`src/rtl/cmd_serial_pkg.sv`:
```
package cmd_serial_pkg;

    localparam int CMD_W = 8;

    localparam logic [2:0] SEL_CMD    = 3'd0;
    localparam logic [2:0] SEL_SETUP  = 3'd1;
    localparam logic [2:0] SEL_CLOCK  = 3'd2;
    localparam logic [2:0] SEL_RESULT = 3'd3;
    localparam logic [2:0] SEL_OFFSET = 3'd4;
    localparam logic [2:0] SEL_GAIN   = 3'd5;

    typedef enum logic {
        PH_CMD  = 1'b0,
        PH_XFER = 1'b1
    } phase_e;

    typedef struct packed {
        logic       rdy_flag;
        logic [2:0] sel;
        logic       rnw;
        logic       standby;
        logic       rsvd;
        logic       chan;
    } cmd_t;

    function automatic int unsigned max3(int unsigned a, int unsigned b, int unsigned c);
        int unsigned m;
        m = (a > b) ? a : b;
        return (m > c) ? m : c;
    endfunction

    // transfer length of the register addressed by a select value
    function automatic int unsigned reg_bits(logic [2:0] sel, int unsigned cfg_w,
                                             int unsigned data_w, int unsigned cal_w);
        case (sel)
            SEL_RESULT:          return data_w;
            SEL_OFFSET, SEL_GAIN: return cal_w;
            default:             return cfg_w;
        endcase
    endfunction

endpackage

```
`src/rtl/cmd_serial_sync.sv`:
```
module cmd_serial_sync #(
    parameter int         WIDTH     = 1,
    parameter int         STAGES    = 2,
    parameter logic [WIDTH-1:0] RESET_VAL = '0
) (
    input  logic             clk,
    input  logic             rst,
    input  logic [WIDTH-1:0] d_in,
    output logic [WIDTH-1:0] d_out
);
    logic [WIDTH-1:0] pipe [STAGES];

    always_ff @(posedge clk) begin
        if (rst) begin
            for (int i = 0; i < STAGES; i++) pipe[i] <= RESET_VAL;
        end else begin
            pipe[0] <= d_in;
            for (int i = 1; i < STAGES; i++) pipe[i] <= pipe[i-1];
        end
    end

    assign d_out = pipe[STAGES-1];
endmodule

```
`src/rtl/cmd_serial_regs.sv`:
```
module cmd_serial_regs
    import cmd_serial_pkg::*;
#(
    parameter int CFG_W   = 8,
    parameter int DATA_W  = 16,
    parameter int CAL_W   = 24,
    parameter int SHIFT_W = 24
) (
    input  logic               clk,
    input  logic               rst,
    input  logic               wr_en,
    input  logic [2:0]         wr_sel,
    input  logic [SHIFT_W-1:0] wr_data,
    input  logic [2:0]         rd_sel,
    output logic [SHIFT_W-1:0] rd_val,
    input  logic               rd_done,
    input  logic               conv_valid,
    input  logic [DATA_W-1:0]  conv_data,
    input  logic               standby,
    output logic               drdy_n,
    output logic [CFG_W-1:0]   cfg_setup,
    output logic [CFG_W-1:0]   cfg_clock,
    output logic [CAL_W-1:0]   cal_offset,
    output logic [CAL_W-1:0]   cal_gain
);
    localparam logic [CFG_W-1:0] SETUP_RST  = CFG_W'(8'h01);
    localparam logic [CFG_W-1:0] CLOCK_RST  = CFG_W'(8'h05);
    localparam logic [CAL_W-1:0] OFFSET_RST = CAL_W'(1) << (CAL_W - 1);
    localparam logic [CAL_W-1:0] GAIN_RST   = CAL_W'(5) << (CAL_W - 4);

    logic [DATA_W-1:0] result_q;
    logic              take_conv;

    assign take_conv = conv_valid && !standby;

    always_ff @(posedge clk) begin
        if (rst) begin
            cfg_setup  <= SETUP_RST;
            cfg_clock  <= CLOCK_RST;
            cal_offset <= OFFSET_RST;
            cal_gain   <= GAIN_RST;
            result_q   <= '0;
            drdy_n     <= 1'b1;
        end else begin
            if (wr_en) begin
                case (wr_sel)
                    SEL_SETUP:  cfg_setup  <= wr_data[CFG_W-1:0];
                    SEL_CLOCK:  cfg_clock  <= wr_data[CFG_W-1:0];
                    SEL_OFFSET: cal_offset <= wr_data[CAL_W-1:0];
                    SEL_GAIN:   cal_gain   <= wr_data[CAL_W-1:0];
                    default: ;
                endcase
            end
            if (take_conv) begin
                result_q <= conv_data;
                drdy_n   <= 1'b0;
            end else if (rd_done) begin
                drdy_n   <= 1'b1;
            end
        end
    end

    always_comb begin
        case (rd_sel)
            SEL_SETUP:  rd_val = SHIFT_W'(cfg_setup);
            SEL_CLOCK:  rd_val = SHIFT_W'(cfg_clock);
            SEL_RESULT: rd_val = SHIFT_W'(result_q);
            SEL_OFFSET: rd_val = SHIFT_W'(cal_offset);
            SEL_GAIN:   rd_val = SHIFT_W'(cal_gain);
            default:    rd_val = '0;
        endcase
    end
endmodule

```
`src/rtl/cmd_serial_if.sv`:
```
module cmd_serial_if
    import cmd_serial_pkg::*;
#(
    parameter int CFG_W       = 8,
    parameter int DATA_W      = 16,
    parameter int CAL_W       = 24,
    parameter int SYNC_STAGES = 2
) (
    input  logic              clk,
    input  logic              rst,
    input  logic              sclk,
    input  logic              cs_n,
    input  logic              mosi,
    output logic              miso,
    input  logic              conv_valid,
    input  logic [DATA_W-1:0] conv_data,
    output logic              drdy_n,
    output logic              cfg_channel,
    output logic              cfg_standby,
    output logic [CFG_W-1:0]  cfg_setup,
    output logic [CFG_W-1:0]  cfg_clock,
    output logic [CAL_W-1:0]  cal_offset,
    output logic [CAL_W-1:0]  cal_gain
);
    localparam int SHIFT_W = int'(max3(CFG_W, DATA_W, CAL_W));
    localparam int CNT_W   = $clog2(SHIFT_W + 1);

    logic sclk_s, cs_n_s, mosi_s, sclk_d, sclk_rise;

    cmd_serial_sync #(.WIDTH(3), .STAGES(SYNC_STAGES), .RESET_VAL(3'b110)) u_sync (
        .clk   (clk),
        .rst   (rst),
        .d_in  ({sclk, cs_n, mosi}),
        .d_out ({sclk_s, cs_n_s, mosi_s})
    );

    always_ff @(posedge clk) begin
        if (rst) sclk_d <= 1'b1;
        else     sclk_d <= sclk_s;
    end
    assign sclk_rise = sclk_s && !sclk_d;

    phase_e             phase;
    logic [CNT_W-1:0]   bit_cnt, xfer_len, new_len;
    cmd_t               cmd_q, cmd_in;
    logic [SHIFT_W-1:0] rx_sr, rx_next, tx_sr, tx_load, load_val, rd_val;
    logic [CMD_W-1:0]   cmd_rd;
    logic               wr_en, rd_done;
    logic [2:0]         wr_sel;
    logic [SHIFT_W-1:0] wr_data;

    always_comb begin
        rx_next  = {rx_sr[SHIFT_W-2:0], mosi_s};
        cmd_in   = cmd_t'(rx_next[CMD_W-1:0]);
        new_len  = CNT_W'(reg_bits(cmd_in.sel, CFG_W, DATA_W, CAL_W));
        cmd_rd   = {drdy_n, cmd_in.sel, cmd_in.rnw, cmd_in.standby, 1'b0, cmd_in.chan};
        load_val = (cmd_in.sel == SEL_CMD) ? SHIFT_W'(cmd_rd) : rd_val;
        tx_load  = load_val << (CNT_W'(SHIFT_W) - new_len);
    end

    always_ff @(posedge clk) begin
        if (rst) begin
            phase    <= PH_CMD;
            bit_cnt  <= '0;
            xfer_len <= CNT_W'(CMD_W);
            cmd_q    <= '0;
            rx_sr    <= '0;
            tx_sr    <= '0;
            wr_en    <= 1'b0;
            wr_sel   <= SEL_CMD;
            wr_data  <= '0;
            rd_done  <= 1'b0;
        end else begin
            wr_en   <= 1'b0;
            rd_done <= 1'b0;
            if (cs_n_s) begin
                phase   <= PH_CMD;
                bit_cnt <= '0;
            end else if (sclk_rise) begin
                rx_sr <= rx_next;
                if (phase == PH_CMD) begin
                    if (bit_cnt == CNT_W'(CMD_W - 1)) begin
                        bit_cnt <= '0;
                        if (!cmd_in.rdy_flag) begin
                            cmd_q    <= cmd_in;
                            xfer_len <= new_len;
                            tx_sr    <= tx_load;
                            if (cmd_in.rnw || cmd_in.sel != SEL_CMD) phase <= PH_XFER;
                        end
                    end else begin
                        bit_cnt <= bit_cnt + 1'b1;
                    end
                end else begin
                    tx_sr <= tx_sr << 1;
                    if (bit_cnt == xfer_len - 1'b1) begin
                        bit_cnt <= '0;
                        phase   <= PH_CMD;
                        if (!cmd_q.rnw) begin
                            wr_en   <= 1'b1;
                            wr_sel  <= cmd_q.sel;
                            wr_data <= rx_next;
                        end else if (cmd_q.sel == SEL_RESULT) begin
                            rd_done <= 1'b1;
                        end
                    end else begin
                        bit_cnt <= bit_cnt + 1'b1;
                    end
                end
            end
        end
    end

    cmd_serial_regs #(.CFG_W(CFG_W), .DATA_W(DATA_W), .CAL_W(CAL_W), .SHIFT_W(SHIFT_W)) u_regs (
        .clk        (clk),
        .rst        (rst),
        .wr_en      (wr_en),
        .wr_sel     (wr_sel),
        .wr_data    (wr_data),
        .rd_sel     (cmd_in.sel),
        .rd_val     (rd_val),
        .rd_done    (rd_done),
        .conv_valid (conv_valid),
        .conv_data  (conv_data),
        .standby    (cmd_q.standby),
        .drdy_n     (drdy_n),
        .cfg_setup  (cfg_setup),
        .cfg_clock  (cfg_clock),
        .cal_offset (cal_offset),
        .cal_gain   (cal_gain)
    );

    assign cfg_channel = cmd_q.chan;
    assign cfg_standby = cmd_q.standby;
    assign miso = (!cs_n_s && phase == PH_XFER && cmd_q.rnw) ? tx_sr[SHIFT_W-1] : 1'b0;
endmodule

```
`config.mk`:
```
export PLATFORM = sky130hd
export DESIGN_NAME = cmd_serial_if
export DESIGN_NICKNAME = d
export VERILOG_FILES = /design/src/rtl/cmd_serial_pkg.sv /design/src/rtl/cmd_serial_sync.sv /design/src/rtl/cmd_serial_regs.sv /design/src/rtl/cmd_serial_if.sv
export SDC_FILE = /design/constraint.sdc
export NUM_CORES = 1
export LEC_CHECK = 0
export ABC_AREA = 1
export BUFFER_PORTS_ARGS = -buffer_cell sky130_fd_sc_hd__clkbuf_2
export CAP_MARGIN = 25
export CORE_MARGIN = 3
export CORE_UTILIZATION = 50
export CTS_BUF_LIST = sky130_fd_sc_hd__clkbuf_2
export DETAILED_ROUTE_END_ITERATION = 12
export PLACE_DENSITY_LB_ADDON = 0.3
export SKIP_CTS_REPAIR_TIMING = 1
export SLEW_MARGIN = 20
export SYNTH_ARGS = -nofsm -noshare
export SYNTH_HDL_FRONTEND = slang
export SYNTH_SLANG_ARGS = --single-unit
```
`constraint.sdc`:
```
create_clock -name clk -period 2.2 [get_ports clk]
set_clock_uncertainty 0.1 [all_clocks]
set_input_delay 0.44 -clock clk [delete_from_list [all_inputs] [get_ports clk]]
set_output_delay 0.44 -clock clk [all_outputs]
set_load 0.05 [all_outputs]
```
==> parameters.txt, run 1 <==
Parameter                              Value

Outcome
  Run status    complete, no violations

Placed design
  Final estimated routing congestion in global placement    0.930
  Placed cell areas    0.00799 mm²
  Input/output buffers    89
  Placed wire-length estimate    15,200 µm
  Cell Count Post-Placement    1,249

Timing
  Peak clock frequency supported by timing    0.462 GHz
  Final critical delay including setup and external delays    2170 ps
  Max_slew headroom    56.6%
  # setup viols final    0
  Measured slew at the worst slew-check pin    650 ps
  Final number of max-transition violations    0
  Tcrit/Tclk final    98.4%
  Setup repair after global routing missed its margin    yes
  Final Hold Vio Count    0

Setup path
  Worst stage delay on the critical path    430 ps
  Count of buffering cells on the critical path with inverters included    1
  CP max-delay cell    dfxtp_4
  Worst setup SP type    flop
  Kind of critical path    reg2out
  Arrival @ worst endpoint    1630 ps
  Critical Path, Cell by Cell    nand2_4 -> nor3_4 -> buf_12
  Delay-heaviest family, CP    flip-flops
  Critical Path End Type    output pin
  Crit-path max FO    4
  CP required    1660 ps

Floorplan
  Die Outline Area    0.0162 mm²
  FP Rows    43
  Width of the die    127 µm
  Initial Util    52.1%
  Core Region    0.0141 mm²
  Number of I/O pins    90
  Overall die height    127 µm

Synth
  Cell area after technology mapping    0.00734 mm²
  Number of flops mapped to enable cells by yosys    0
  Top FF cell, synth    dfxtp_1
  Async set-or-reset flop fraction in the synthesized netlist    0%
  Mapped Cells    1,007
  Post-synthesis register bit count    178
  Number of warnings issued by yosys    0
  Syn Nets    1,030
  Sequential-to-total area share from yosys stat    48.6%
  Mean area per synthesized cell    7.29 µm²
  Cell variety after synth    34

GRT
  Global-route wire length before repair    32,700 µm
  Pin count of the biggest net entering global routing    76
  Vias in the first global route    6,051
  Remaining global-route overflow    0
  Global router's overall resource usage    25.6%
  Initial antenna violation count    1

Drt
  Routed wirelength normalized by instance count    16.2 µm
  Length of the first detailed-routing pass in iterations    5
  Final ANT Viol Nets    0
  Violation count after the first detailed-route iteration    666
  Vias per cell    5.39
  Detailed-route wire length    21,100 µm
  DRC violation count after routing    0
  Detailed-route via count    7,033

Pwr
  Power share of the sequential group    65.2%
  Switching part of the total power    25.2%
  Switching Power    1270 µW
  Internal power contribution    3760 µW
  Clock power frac    30.9%
  IR drop worst, VDD    0.392 mV
  Design Power    5030 µW
  Leakage power    0.00363 µW
  Logic gate share of total power    3.9%
  PwrDens    596 mW/mm²

Clock network
  Clock buffers created by TritonCTS    17
  TritonCTS Sinks    178
  Clock tree from TritonCTS    yes
  Cell at the root of the clock tree    clkbuf_2
  Clock H-tree levels    4
  Worst-Skew Late Latency    730 ps
  Clock-pin slew on the worst setup and hold paths    240 ps
  Clock buffer depth    2

Finish
  # nets final    1,133
  Final Instance Area    0.00844 mm²
  Share of cells above drive strength 1    16.3%
  Utilization of the core after routing    59.9%
  Area grow syn2layout    15.0%
  Final non-filler cell total    1,304

Job
  Number of max-cap violations    0

Hold path
  HP Class    in2reg
## stage by stage
step           hold WS, ps  worst slack, ps  TNS, ps
3_3_place_gp           291              339        0
4_1_cts               -311             -209     -209
3_5_place_dp           297              257        0
6_report               140             34.2        0
2_1_floorplan          288              285        0
5_1_grt               98.2            -80.4    -80.4
## registers in the layout, summed over array words and instances (netlist names)
signal,cells
tx_sr,24
u_regs.cal_gain,24
u_regs.cal_offset,24
wr_data,24
rx_sr,23
u_regs.result_q,16
u_regs.cfg_clock,8
u_regs.cfg_setup,8
u_sync.pipe,6
bit_cnt,5
cmd_q,4
wr_sel,3
xfer_len,2
cfg_channel,1
cfg_standby,1
phase,1
rd_done,1
sclk_d,1
u_regs.drdy_n,1
wr_en,1
## worst min-delay path, cell delays in order
cell,delay (ps)
clkbuf_2,80
inv_1,40
nor2_1,70
buf_4,190
o21ai_0,140
## power groups by stage
stage          clock [µW]  combinational (µW)  sequential (µW)
2_1_floorplan           0                 106             3340
6_report             1560                 198             3280
5_1_grt              1740                 220             3290
4_1_cts              1580                 169             3280
3_5_place_dp            0                 168             3340
3_3_place_gp            0                 169             3340
## layout by cell type (no fill, tap or decap), types with 3 or more instances in the layout
master and count:
o211ai_1 5, dfxtp_1 175, or2_2 8, nand3_1 73
buf_4 30, inv_2 9, nand2_1 174, a21oi_1 131
clkbuf_2 108, inv_1 75, o21ai_0 109, o21ai_1 3
o22ai_1 7, clkinv_4 3, nand4_1 11, nor2_1 142
nor3_1 3, clkinv_2 4, dlygate4sd3_1 20
## metal layers
metal  routed length (µm)  track usage [%]  up-vias
met1                 9470             36.9     3195
li1                     -                -     3507
met2                 9480             38.2      293
met4                  537             8.14        0
met5                    0                0        -
met3                 1600             5.69       38
## cell usage after synthesis (2+ instances only)
library cell / number / share of area (%)
o211ai_1: 5 / 0.51
buf_6: 4 / 0.61
xor2_1: 2 / 0.24
inv_2: 8 / 0.41
xnor2_1: 2 / 0.24
a21oi_1: 131 / 8.9
dfxtp_1: 178 / 49
o21ai_1: 3 / 0.20
o22ai_1: 7 / 0.60
o21ai_0: 109 / 7.4
buf_4: 3 / 0.31
clkbuf_1: 35 / 1.8
nor4_4: 2 / 0.58
inv_1: 75 / 3.8
nand4_1: 11 / 0.94
nor3_1: 4 / 0.27
buf_2: 13 / 0.89
clkinv_1: 3 / 0.15
nand2_1: 175 / 9.0
nand3_1: 73 / 5.0
a31oi_1: 2 / 0.17
or2_2: 8 / 0.68
nor2_2: 2 / 0.17
nor2_1: 142 / 7.3
## cells by family after synthesis
| logic type | synth area share [%] |
|---|---|
| DFF | 48.6 |
| xor gates and xnor gates | 0.478 |
| and+or+nand+nor | 24.6 |
| adders and majority gates | 0.171 |
| AOI/OAI and AO/OA | 18.1 |
| buffers and inverters | 8.13 |
## final timing paths
| path | cells past startpoint | slack (ps) | to | startpoint |
|---|---|---|---|---|
| min | 5 | 140 | u_regs.drdy_n$_SDFFE_PP1P_ | conv_valid |
| min reg2reg | 2 | 340 | u_sync.pipe[0][3]$_SDFF_PP0_ | u_sync.pipe[0][0]$_SDFF_PP0_ |
| max | 3 | 30 | miso | cmd_q[3]$_SDFFE_PP0P_ |
| max reg2reg | 10 | 210 | tx_sr[13]$_SDFFE_PP0P_ | rx_sr[5]$_SDFFE_PP0P_ |
## area by class of cell
class                           instances  area, µm²
Antenna cell                            1       2.50
Clock buffer                           20        100
Clock inverter                         12        109
Fill cell                            1301       5660
Inverter                               87        329
Multi-Input combinational cell        686       3200
Sequential cell                       178       3570
Tap cell                              180        225
Timing Repair Buffer                  140        906
Power figures use the tool's default switching activity.
==> run 2: changes to the inputs <==
RECOVER_POWER = 100   (was default)
SYNTH_HIERARCHICAL = 1   (was default)
==> run 2 against run 1 <==
  * Sequential share of layout area down 2.6 points
  * Wire length up 6.3%
  * Global-route usage down 0.33 points
  * Combinational power up 6%
  * Power down 0.31%
  * Count of clock-buffer cells in the layout down 1
  * Sequential power about the same
  * Synthesized cell count up 13%
  * Clock power about the same
  * Critical path type unchanged
  * Largest power group unchanged
  * Highest routed layer unchanged
==> parameters.txt, run 2 <==
Parameter                              Value

Setup path
  CP required    1660 ps
  Critical Path, Cell by Cell    nand2_4 -> nor3_4 -> buf_12
  CP max-delay cell    dfxtp_2
  Kind of critical path    reg2out
  Worst stage delay on the critical path    410 ps
  Crit-path max FO    2
  Count of buffering cells on the critical path with inverters included    1
  Arrival @ worst endpoint    1570 ps
  Worst setup SP type    flop
  Critical Path End Type    output pin
  Delay-heaviest family, CP    flip-flops

Timing
  Final worst-path setup slack    92.8 ps
  Final number of max-transition violations    0
  Tcrit/Tclk final    95.8%
  Max_slew headroom    31.4%
  Final critical delay including setup and external delays    2110 ps
  Peak clock frequency supported by timing    0.475 GHz
  Final Hold Vio Count    0
  Total negative slack for setup checks    0 ps
  Worst hold margin    198 ps
  Measured slew at the worst slew-check pin    1030 ps
  Setup repair after global routing missed its margin    yes
  # setup viols final    0

GRT
  Global-route wire length before repair    35,700 µm
  Pin count of the biggest net entering global routing    82
  Remaining global-route overflow    0
  Initial antenna violation count    0
  Global router's overall resource usage    25.2%
  Vias in the first global route    6,881

Synth
  Top FF cell, synth    dfxtp_1
  Cells taking the most area after synthesis    dfxtp_1, nand2_1, nor2_1, o21ai_0, a21oi_1
  Syn Nets    1,159
  Most frequently used cell type in the post-synthesis netlist    nand2_1
  Cell variety after synth    32
  Mean area per synthesized cell    6.94 µm²
  Cell area after technology mapping    0.00789 mm²
  Number of flops mapped to enable cells by yosys    0
  Simple-gate share of the synthesized area    33.3%
  Complex-gate fraction of the synthesized area    12.9%
  Post-synthesis register bit count    178
  Ranking of synthesized cells by instance count    nand2_1, nor2_1, dfxtp_1
  Post-synthesis cell type with the largest combined area    dfxtp_1
  Sequential-to-total area share from yosys stat    45.2%
  Mapped Cells    1,136
  Largest family of logic cells by synthesized area    simple AND/OR/NAND/NOR gates
  Async set-or-reset flop fraction in the synthesized netlist    0%
  Fraction of synthesized cell area in xor and xnor cells    0.111%
  Area share of fa/ha/maj cells after synthesis    0.159%
  Share of synthesized area spent on multiplexers    0%
  Number of warnings issued by yosys    6
  Share of Yosys cell area claimed by the top area cell type    45.2%

Clock network
  Clock buffers created by TritonCTS    17
  Clock tree from TritonCTS    yes
  Clock-pin slew on the worst setup and hold paths    250 ps
  Cell at the root of the clock tree    clkbuf_2
  Clock buffer depth    2
  Worst-Skew Late Latency    730 ps
  Clock H-tree levels    4
  TritonCTS Sinks    178

Drt
  Detailed-route via count    7,791
  Routed wirelength normalized by instance count    15.3 µm
  Detailed-route wire length    22,400 µm
  Length of the first detailed-routing pass in iterations    7
  DRC violation count after routing    0
  Violation count after the first detailed-route iteration    666
  Final ANT Viol Nets    0
  Vias per cell    5.33

Placed design
  Input/output buffers    89
  Placed cell areas    0.00853 mm²
  Dpl ws    179 ps
  Placed wire-length estimate    15,900 µm
  Final estimated routing congestion in global placement    0.916

Floorplan
  Initial Util    51.5%
  Width of the die    132 µm
  Number of I/O pins    90
  Overall die height    132 µm
  FP Rows    45
  Core Region    0.0153 mm²
  Die Outline Area    0.0173 mm²

Finish
  # nets final    1,259
  Final Instance Area    0.00899 mm²
  Utilization of the core after routing    58.7%
  Share of cells above drive strength 1    14.7%
  Area grow syn2layout    14.0%
  Leading cell type in the layout, fill and taps excluded    nand2_1
  Top library cells by usage in the layout, fill and taps aside    nand2_1, nor2_1, dfxtp_1, o21ai_0, clkbuf_2

Pwr
  IR drop worst, VDD    0.359 mV
  PwrDens    558 mW/mm²
  Leakage power    0.00387 µW

Hold path
  HP Class    in2reg

Outcome
  Run status    complete, no violations

Job
  Number of max-cap violations    0
## run 2: path summary, 6_finish.rpt
| kind | from | endpoint | depth (start not counted) | slack [ps] |
|---|---|---|---|---|
| max | tx_sr[23]$_SDFFE_PP0P_ | miso | 3 | 90 |
| min | conv_valid | u_regs/result_q[11]$_SDFFE_PP0P_ | 5 | 200 |
| max reg2reg | bit_cnt[0]$_SDFFE_PP0N_ | wr_sel[0]$_SDFFE_PP0P_ | 8 | 200 |
| min reg2reg | u_sync/pipe[0][1]$_SDFF_PP1_ | u_sync/pipe[0][4]$_SDFF_PP1_ | 2 | 320 |
## run 2: power by group
group          switching [µW]  internal [µW]
clock                    1120            411
combinational             129           81.2
sequential               17.1           3260
total                    1260           3750
## run 2: final cells by class
cell class,count,area (µm²)
inverter,83,317
multi-input combinational,810,3680
timing repair buffer,146,942
fill,1488,6320
clock inverter,13,111
sequential,178,3570
clock buffer,19,95.1
tap,211,264
antenna,1,2.50
## run 2: routing by layer
layer	track usage (%)	vias to the layer above	share of wire, %
met5	0	-	0
met1	35.7	3551	45
met2	38.1	318	44
li1	-	3875	-
met3	5.36	47	8.4
met4	9.10	0	2.4
## run 2: worst reg2reg max path: stages, from the launching register on
cell and delay (ps):
dfxtp_1 410, ha_1 170, nand2_1 110, clkinv_1 80
nand2_1 60, a21oi_2 340, nand3_4 380, nand2_1 170
a21oi_1 70
## run 2: kinds of logic after synthesis
| kind of cell | Yosys count |
|---|---|
| AOI/OAI and AO/OA | 202 |
| xor gates and xnor gates | 1 |
| adders and majority gates | 1 |
| buffers and inverters | 148 |
| DFF | 178 |
| and+or+nand+nor | 606 |
## run 2: through the flow
step	total power, µW	cells
final	5020	1461
after floorplan	3460	1136
after global routing	5230	1460
after CTS	5050	1434
after global placement	3520	1402
after detailed placement	3530	1402
